$ cat src/rtl/reply_tx_pkg.sv
package reply_tx_pkg;
  localparam logic [7:0] CODE_ESC   = 8'h10;
  localparam logic [7:0] CODE_START = 8'h02;
  localparam logic [7:0] CODE_END   = 8'h03;
  localparam logic [7:0] CODE_ACK   = 8'h06;
  localparam logic [7:0] REPLY_FLAG = 8'h40;
  localparam int unsigned HDR_BYTES = 8;

  typedef enum logic [3:0] {
    ST_IDLE, ST_ACK_ESC, ST_ACK_CODE, ST_SOF_ESC, ST_SOF_CODE,
    ST_HDR, ST_PAY, ST_EOF_ESC, ST_EOF_CODE, ST_CHK, ST_WAIT
  } tx_state_e;

  function automatic logic [15:0] crc_step(input logic [15:0] c, input logic [7:0] d,
                                           input logic [15:0] poly);
    logic [15:0] r;
    r = c ^ {8'h00, d};
    for (int i = 0; i < 8; i++) r = r[0] ? ((r >> 1) ^ poly) : (r >> 1);
    return r;
  endfunction
endpackage

$ cat src/rtl/rtx_hdr_mux.sv
module rtx_hdr_mux
  import reply_tx_pkg::*;
#(
  parameter int unsigned BYTE_W = 8,
  localparam int unsigned IDX_W = $clog2(HDR_BYTES)
) (
  input  logic [BYTE_W-1:0]   dst_i,
  input  logic [BYTE_W-1:0]   src_i,
  input  logic [BYTE_W-1:0]   cmd_i,
  input  logic [BYTE_W-1:0]   sts_i,
  input  logic [2*BYTE_W-1:0] tns_i,
  input  logic [2*BYTE_W-1:0] addr_i,
  input  logic [IDX_W-1:0]    idx_i,
  output logic [BYTE_W-1:0]   byte_o
);
  localparam int unsigned HALF = HDR_BYTES / 2;
  logic [BYTE_W-1:0] fields [HDR_BYTES];

  assign fields[0] = dst_i;
  assign fields[1] = src_i;
  assign fields[2] = cmd_i | REPLY_FLAG;
  assign fields[3] = sts_i;

  // 16-bit fields go out low byte first
  for (genvar g = 0; g < 2; g++) begin : g_wide
    assign fields[HALF+g]   = tns_i[g*BYTE_W +: BYTE_W];
    assign fields[HALF+2+g] = addr_i[g*BYTE_W +: BYTE_W];
  end

  assign byte_o = fields[idx_i];
endmodule

$ cat src/rtl/rtx_check.sv
module rtx_check
  import reply_tx_pkg::*;
#(
  parameter int unsigned BYTE_W   = 8,
  parameter logic [15:0] CRC_POLY = 16'hA001
) (
  input  logic              clk_i,
  input  logic              rst_ni,
  input  logic              clr_i,
  input  logic              sum_en_i,
  input  logic              crc_en_i,
  input  logic [BYTE_W-1:0] data_i,
  output logic [BYTE_W-1:0] sum_o,
  output logic [15:0]       crc_o
);
  always_ff @(posedge clk_i or negedge rst_ni) begin
    if (!rst_ni) begin
      sum_o <= '0;
      crc_o <= '0;
    end else if (clr_i) begin
      sum_o <= '0;
      crc_o <= '0;
    end else begin
      if (sum_en_i) sum_o <= sum_o + data_i;
      if (crc_en_i) crc_o <= crc_step(crc_o, data_i, CRC_POLY);
    end
  end
endmodule

$ cat src/rtl/rtx_escaper.sv
module rtx_escaper
  import reply_tx_pkg::*;
#(
  parameter int unsigned BYTE_W = 8
) (
  input  logic              clk_i,
  input  logic              rst_ni,
  input  logic              in_valid_i,
  input  logic [BYTE_W-1:0] in_data_i,
  input  logic              in_raw_i,
  input  logic              in_last_i,
  output logic              in_ready_o,
  output logic              out_valid_o,
  output logic [BYTE_W-1:0] out_data_o,
  input  logic              out_ready_i,
  output logic              end_fire_o,
  output logic              dup_first_o,
  output logic              full_o
);
  logic              full_q, raw_q, last_q, dup_q;
  logic [BYTE_W-1:0] data_q;
  logic              need_dup, final_copy, out_fire, in_fire;

  assign need_dup    = full_q && !raw_q && (data_q == CODE_ESC);
  assign final_copy  = !need_dup || dup_q;
  assign out_fire    = full_q && out_ready_i;
  assign in_ready_o  = !full_q || (out_ready_i && final_copy);
  assign in_fire     = in_valid_i && in_ready_o;
  assign out_valid_o = full_q;
  assign out_data_o  = data_q;
  assign end_fire_o  = out_fire && final_copy && last_q;
  assign dup_first_o = need_dup && !dup_q;
  assign full_o      = full_q;

  always_ff @(posedge clk_i or negedge rst_ni) begin
    if (!rst_ni) begin
      full_q <= 1'b0;
      raw_q  <= 1'b0;
      last_q <= 1'b0;
      dup_q  <= 1'b0;
      data_q <= '0;
    end else begin
      if (out_fire && !final_copy) begin
        dup_q <= 1'b1;
      end else if (in_fire) begin
        full_q <= 1'b1;
        dup_q  <= 1'b0;
        data_q <= in_data_i;
        raw_q  <= in_raw_i;
        last_q <= in_last_i;
      end else if (out_fire) begin
        full_q <= 1'b0;
        dup_q  <= 1'b0;
      end
    end
  end
endmodule

$ cat src/rtl/reply_pkt_tx.sv
module reply_pkt_tx
  import reply_tx_pkg::*;
#(
  parameter int unsigned BYTE_W   = 8,
  parameter logic [15:0] CRC_POLY = 16'hA001
) (
  input  logic              clk_i,
  input  logic              rst_ni,
  input  logic              start_i,
  input  logic              ack_i,
  input  logic              crc_mode_i,
  input  logic [BYTE_W-1:0] dst_i,
  input  logic [BYTE_W-1:0] src_i,
  input  logic [BYTE_W-1:0] cmd_i,
  input  logic [BYTE_W-1:0] sts_i,
  input  logic [2*BYTE_W-1:0] tns_i,
  input  logic [2*BYTE_W-1:0] addr_i,
  input  logic [BYTE_W-1:0] pay_data_i,
  input  logic              pay_valid_i,
  input  logic              pay_last_i,
  output logic              pay_ready_o,
  output logic [BYTE_W-1:0] tx_data_o,
  output logic              tx_valid_o,
  input  logic              tx_ready_i,
  output logic              busy_o,
  output logic              done_o
);
  localparam int unsigned IDX_W = $clog2(HDR_BYTES);
  localparam int unsigned WR_BIT = 3;

  tx_state_e           state_q;
  logic [IDX_W-1:0]    idx_q;
  logic [BYTE_W-1:0]   dst_q, src_q, cmd_q, sts_q;
  logic [2*BYTE_W-1:0] tns_q, addr_q;
  logic                crc_q, ack_pend_q;

  logic              seq_valid, seq_raw, seq_last, seq_fire, esc_ready;
  logic [BYTE_W-1:0] seq_data, hdr_byte, sum_val;
  logic [15:0]       crc_val;
  logic              take_ack, take_reply, is_idle, esc_full, esc_dup_first;
  logic              sum_en, crc_en;

  assign is_idle    = (state_q == ST_IDLE);
  assign take_ack   = is_idle && (ack_pend_q || ack_i);
  assign take_reply = is_idle && !take_ack && start_i;

  rtx_hdr_mux #(.BYTE_W(BYTE_W)) u_hdr (
    .dst_i(dst_q), .src_i(src_q), .cmd_i(cmd_q), .sts_i(sts_q),
    .tns_i(tns_q), .addr_i(addr_q), .idx_i(idx_q), .byte_o(hdr_byte)
  );

  assign sum_en = seq_fire && (state_q inside {ST_HDR, ST_PAY});
  assign crc_en = seq_fire && (state_q inside {ST_HDR, ST_PAY, ST_EOF_CODE});

  rtx_check #(.BYTE_W(BYTE_W), .CRC_POLY(CRC_POLY)) u_chk_acc (
    .clk_i, .rst_ni, .clr_i(take_reply), .sum_en_i(sum_en), .crc_en_i(crc_en),
    .data_i(seq_data), .sum_o(sum_val), .crc_o(crc_val)
  );

  always_comb begin
    seq_valid = 1'b0;
    seq_data  = '0;
    seq_raw   = 1'b0;
    seq_last  = 1'b0;
    unique case (state_q)
      ST_ACK_ESC, ST_SOF_ESC, ST_EOF_ESC: begin
        seq_valid = 1'b1; seq_data = CODE_ESC; seq_raw = 1'b1;
      end
      ST_ACK_CODE: begin seq_valid = 1'b1; seq_data = CODE_ACK;   seq_raw = 1'b1; end
      ST_SOF_CODE: begin seq_valid = 1'b1; seq_data = CODE_START; seq_raw = 1'b1; end
      ST_EOF_CODE: begin seq_valid = 1'b1; seq_data = CODE_END;   seq_raw = 1'b1; end
      ST_HDR:      begin seq_valid = 1'b1; seq_data = hdr_byte; end
      ST_PAY:      begin seq_valid = pay_valid_i; seq_data = pay_data_i; end
      ST_CHK: begin
        seq_valid = 1'b1;
        if (crc_q) begin
          seq_data = idx_q[0] ? crc_val[15:8] : crc_val[7:0];
          seq_last = idx_q[0];
        end else begin
          seq_data = (~sum_val) + 1'b1;
          seq_last = 1'b1;
        end
      end
      default: ;
    endcase
  end

  assign seq_fire    = seq_valid && esc_ready;
  assign pay_ready_o = (state_q == ST_PAY) && esc_ready;

  rtx_escaper #(.BYTE_W(BYTE_W)) u_esc (
    .clk_i, .rst_ni,
    .in_valid_i(seq_valid), .in_data_i(seq_data), .in_raw_i(seq_raw),
    .in_last_i(seq_last), .in_ready_o(esc_ready),
    .out_valid_o(tx_valid_o), .out_data_o(tx_data_o), .out_ready_i(tx_ready_i),
    .end_fire_o(done_o), .dup_first_o(esc_dup_first), .full_o(esc_full)
  );

  assign busy_o = !is_idle || esc_full;

  always_ff @(posedge clk_i or negedge rst_ni) begin
    if (!rst_ni) begin
      state_q    <= ST_IDLE;
      idx_q      <= '0;
      ack_pend_q <= 1'b0;
      crc_q      <= 1'b0;
      dst_q      <= '0;
      src_q      <= '0;
      cmd_q      <= '0;
      sts_q      <= '0;
      tns_q      <= '0;
      addr_q     <= '0;
    end else begin
      ack_pend_q <= (ack_pend_q || ack_i) && !take_ack;
      unique case (state_q)
        ST_IDLE: begin
          if (take_ack) begin
            state_q <= ST_ACK_ESC;
          end else if (take_reply) begin
            state_q <= ST_SOF_ESC;
            dst_q   <= dst_i;
            src_q   <= src_i;
            cmd_q   <= cmd_i;
            sts_q   <= sts_i;
            tns_q   <= tns_i;
            addr_q  <= addr_i;
            crc_q   <= crc_mode_i;
          end
        end
        ST_ACK_ESC:  if (seq_fire) state_q <= ST_ACK_CODE;
        ST_ACK_CODE: if (seq_fire) state_q <= ST_IDLE;
        ST_SOF_ESC:  if (seq_fire) state_q <= ST_SOF_CODE;
        ST_SOF_CODE: if (seq_fire) begin state_q <= ST_HDR; idx_q <= '0; end
        ST_HDR: if (seq_fire) begin
          if (idx_q == IDX_W'(HDR_BYTES - 1)) begin
            state_q <= cmd_q[WR_BIT] ? ST_EOF_ESC : ST_PAY;
            idx_q   <= '0;
          end else begin
            idx_q <= idx_q + 1'b1;
          end
        end
        ST_PAY:      if (seq_fire && pay_last_i) state_q <= ST_EOF_ESC;
        ST_EOF_ESC:  if (seq_fire) state_q <= ST_EOF_CODE;
        ST_EOF_CODE: if (seq_fire) begin state_q <= ST_CHK; idx_q <= '0; end
        ST_CHK: if (seq_fire) begin
          if (seq_last) state_q <= ST_WAIT;
          else idx_q <= idx_q + 1'b1;
        end
        ST_WAIT: if (done_o) state_q <= ST_IDLE;
        default: state_q <= ST_IDLE;
      endcase
    end
  end
endmodule

$ cat config.mk
export PLATFORM = sky130hd
export DESIGN_NAME = reply_pkt_tx
export DESIGN_NICKNAME = d
export VERILOG_FILES = /design/src/rtl/reply_tx_pkg.sv /design/src/rtl/rtx_hdr_mux.sv /design/src/rtl/rtx_check.sv /design/src/rtl/rtx_escaper.sv /design/src/rtl/reply_pkt_tx.sv
export SDC_FILE = /design/constraint.sdc
export NUM_CORES = 1
export LEC_CHECK = 0
export ABC_AREA = 1
export ABC_CLOCK_PERIOD_IN_PS = 2640
export BUFFER_PORTS_ARGS = -buffer_cell sky130_fd_sc_hd__buf_2
export CORE_UTILIZATION = 35
export CTS_BUF_LIST = sky130_fd_sc_hd__clkbuf_16
export DETAILED_ROUTE_END_ITERATION = 6
export PLACE_DENSITY = 0.63
export SETUP_SLACK_MARGIN = 0.15
export SYNTH_ARGS = -nofsm -noshare
export SYNTH_HDL_FRONTEND = slang
export SYNTH_SLANG_ARGS = --single-unit
$ cat constraint.sdc
create_clock -name clk_i -period 2.64 [get_ports clk_i]
set_input_delay 0.264 -clock clk_i [delete_from_list [all_inputs] [get_ports clk_i]]
set_output_delay 0.264 -clock clk_i [all_outputs]
set_load 0.05 [all_outputs]
==> results.yml <==
synthesis:
  synth_compound_area_share_pct: 13.03
  synthAdderAreaFrac_pct: 2.354
  postSynthAreaPerCell_um2: 7.445
  yosysMostFrequentCell: "nand2_1"
  ys_ff_latch: 108
  yosys.area_share.simple_pct: 32.33
  syn_inst: 828
  synth_edf_count: 0
  synth.distinct_cells: 44
  synth_top_family_by_area: "simple AND/OR/NAND/NOR gates"
  yosys.area_share.xor_xnor_pct: 1.279
  synthMuxAreaShare_pct: 0
  synthesis.nets: 919
  yosys-top-cells-count: "269 x nand2_1, 108 x dfrtp_1, 71 x o21ai_0, 67 x nand3_1, 66 x nor2_1"
  syn_area_mm2: 0.006165
  synth_top_area_share_pct: 43.84
  yosysTopAreaCell: "dfrtp_1"
  yosys-top-cells-area: "dfrtp_1 44%, nand2_1 16%, o21ai_0 5.8%"
  yosysSeqAreaShare_pct: 43.84
  async_flop_share_pct: 100.0
  yosys_warnings: 0
  synth_ff_type: "dfrtp_1"
timing:
  final.min_clock_period_ns: 2.590
  setup_viol: 0
  tightestPinTransition_ns: 0.6828
  slew-limit-headroom_pct: 54.48
  slew_viol_final: 0
  timing.fmax_ghz: 0.3860
  hold_violations: 0
  rsz0062_at_grt: "true"
  finalWorstSetupSlack_ns: 0.04950
  fin_crit_sh_pct: 98.12
  fin_tns_setup_ns: 0
  fin_worst_skew_ns: 0.01078
setup_path:
  cp_max_fo: 5
  crit_required_ns: 2.87
  critPathArrivalTime_ns: 2.82
  worstPathCellList: "inv_4 -> clkbuf_16 -> buf_4 -> nor3_2 -> a21oi_1 -> o211ai_1 -> nand3_2 -> ha_1 -> a21oi_2 -> xor2_1 -> o22ai_1"
  cpMaxStageDelayCell: "dfrtp_2"
  critical_path.top_delay_family: "compound AO/OA/AOI/OAI gates"
  end_kind: "register"
  cp.buffers_inverters: 3
  path_class: "reg2reg"
  critical_path.max_stage_delay_ns: 0.45
  start_kind: "register"
grt:
  use_met3_pct: 3.604
  grt_pass1_wl_um: 28780
  grt_util_all_layers_pct: 20.38
  met1_usage_pct: 28.15
  grt-ovfl-total: 0
  antenna_found_initial: 0
  grt_start_max_net_pins: 52
  busiest_layer: "met2"
  grt_pass1_vias: 5754
  use_met2_pct: 33.13
drt:
  routed_wl_um: 17700
  drc: 0
  routedWlPerCell_um: 14.58
  drt_first_pass_iters: 6
  drtIter0Drc: 376
  route.vias.total: 5994
  vias_per_cell: 4.937
  ant_nets: 0
final_layout:
  nets: 1075
  layout.cells.non_filler: 1214
  drive_gt1_share_pct: 29.63
  diodes: 0
  syn2layout_area_growth_pct: 30.32
  final_util_pct: 46.61
place:
  portBuffers: 90
  routabilityCongestion: 0.8794
  dp_hpwl_um: 12900
  dp_slack_ns: -0.06779
  place_inst: 1178
outcome:
  status: "finished clean"
floorplanning:
  rows: 48
  initial_core_util_pct: 35.77
  dieArea_mm2: 0.01815
  io_pins: 92
  core_mm2: 0.01724
  die_width_um: 134.7
  fp.dieH_um: 134.7
clock_network:
  cts_num_sinks: 108
  root_buffer: "clkbuf_16"
  cts.clk_slew.worst_paths_ns: 0.08
  numCtsBuffers: 9
  clk_path_buf_depth: 2
  clk-insertion-delay-late_ns: 0.36
  ctsHtreeMaxLevel: 3
  cts_tree: "yes"
job:
  max_cap_violations: 0
hold_path:
  min_path_type: "in2reg"
power:
  finalPower_mw: 10.27
  vdd_drop_max_mv: 0.7616
  p_per_area_mw_per_mm2: 1278
  p_leak_nw: 4.080
==> sequential cells by signal, summed over array words and instances (netlist names) <==
register,flops
ack_pend_q,1
addr_q,16
cmd_q,7
crc_q,1
dst_q,8
idx_q,3
src_q,8
state_q,4
sts_q,8
tns_q,16
u_chk_acc.crc_o,16
u_chk_acc.sum_o,8
u_esc.dup_q,1
u_esc.full_o,1
u_esc.last_q,1
u_esc.out_data_o,8
u_esc.raw_q,1
==> per-stage QoR <==
step	cell area, µm²	hold slack (ns)
finish	8034	0.09158
detailed placement	7320	0.3461
global placement	7320	0.3460
global route	8034	0.1006
floorplan	6190	-0.03159
CTS	7873	0.08667
==> worst paths after layout <==
| path | start | end | slack [ns] | depth (start not counted) |
|---|---|---|---|---|
| worst max-delay path | idx_q[0] | u_chk_acc.sum_o[7] | 0.05 | 11 |
| worst min-delay path | tns_i[4] | tns_q[4] | 0.09 | 3 |
| worst max register to register | idx_q[0] | u_chk_acc.sum_o[7] | 0.05 | 11 |
| worst min register to register | cmd_q[7] | cmd_q[7] | 0.48 | 2 |
| max in group asynchronous | rst_ni | addr_q[13] | 1.42 | 3 |
| min in group asynchronous | rst_ni | ack_pend_q | 0.49 | 2 |
==> report_power, final <==
group	switching (mW)	total [mW]	internal, mW
clock	0.648	1.29	0.639
combinational	3.52	5.99	2.48
sequential	0.526	2.99	2.46
==> layout make-up <==
class	instances	area, µm²
clock inverters	7	42.54
flip-flops and latches	108	2708
well taps	225	281.5
inverters	77	305.3
multi-input cells	612	3243
fillers	1705	9203
clock buffers	9	225.2
repair buffers	176	1229
==> layout by cell type (no fill, tap or decap), drive strengths merged, types with 6 or more instances in the layout <==
cell and count:
ha 10, o21ai 77, nand3 73, inv 79
nand2 293, o22ai 17, clkbuf 10, a21oi 26
xor2 7, dfrtp 108, buf 173, o211ai 6
nor2 75
==> worst register-to-register path: cells and delay by family, from the launching register on <==
family	cells	cell delay, ns
compound gates	4	0.63
fa+ha+maj	1	0.41
flops	1	0.45
simple gates	2	0.41
buf+inv	3	0.40
xor+xnor	1	0.15
==> kinds of logic after synthesis <==
logic type,Yosys count
xor gates and xnor gates,9
DFF,108
AOI/OAI and AO/OA,138
and+or+nand+nor,454
adders and majority gates,11
buffers and inverters,108
==> per-layer routing <==
metal,vias to the layer above,routed length [µm],share of wire (%)
met2,135,8181,46
met3,18,802,4.5
met4,0,239,1.4
met1,2854,8472,48
li1,2987,-,-
met5,-,0,0
==> timing repair <==
item	4_1_cts	5_1_grt
hold endpoints to repair	49	0
hold buffers	1	0
gates cloned	1	1
buffers inserted	12	5
pin swaps	14	12
setup endpoints to repair	10	22
gates resized for setup	40	24
No activity file was read; power rests on OpenSTA's default activity.
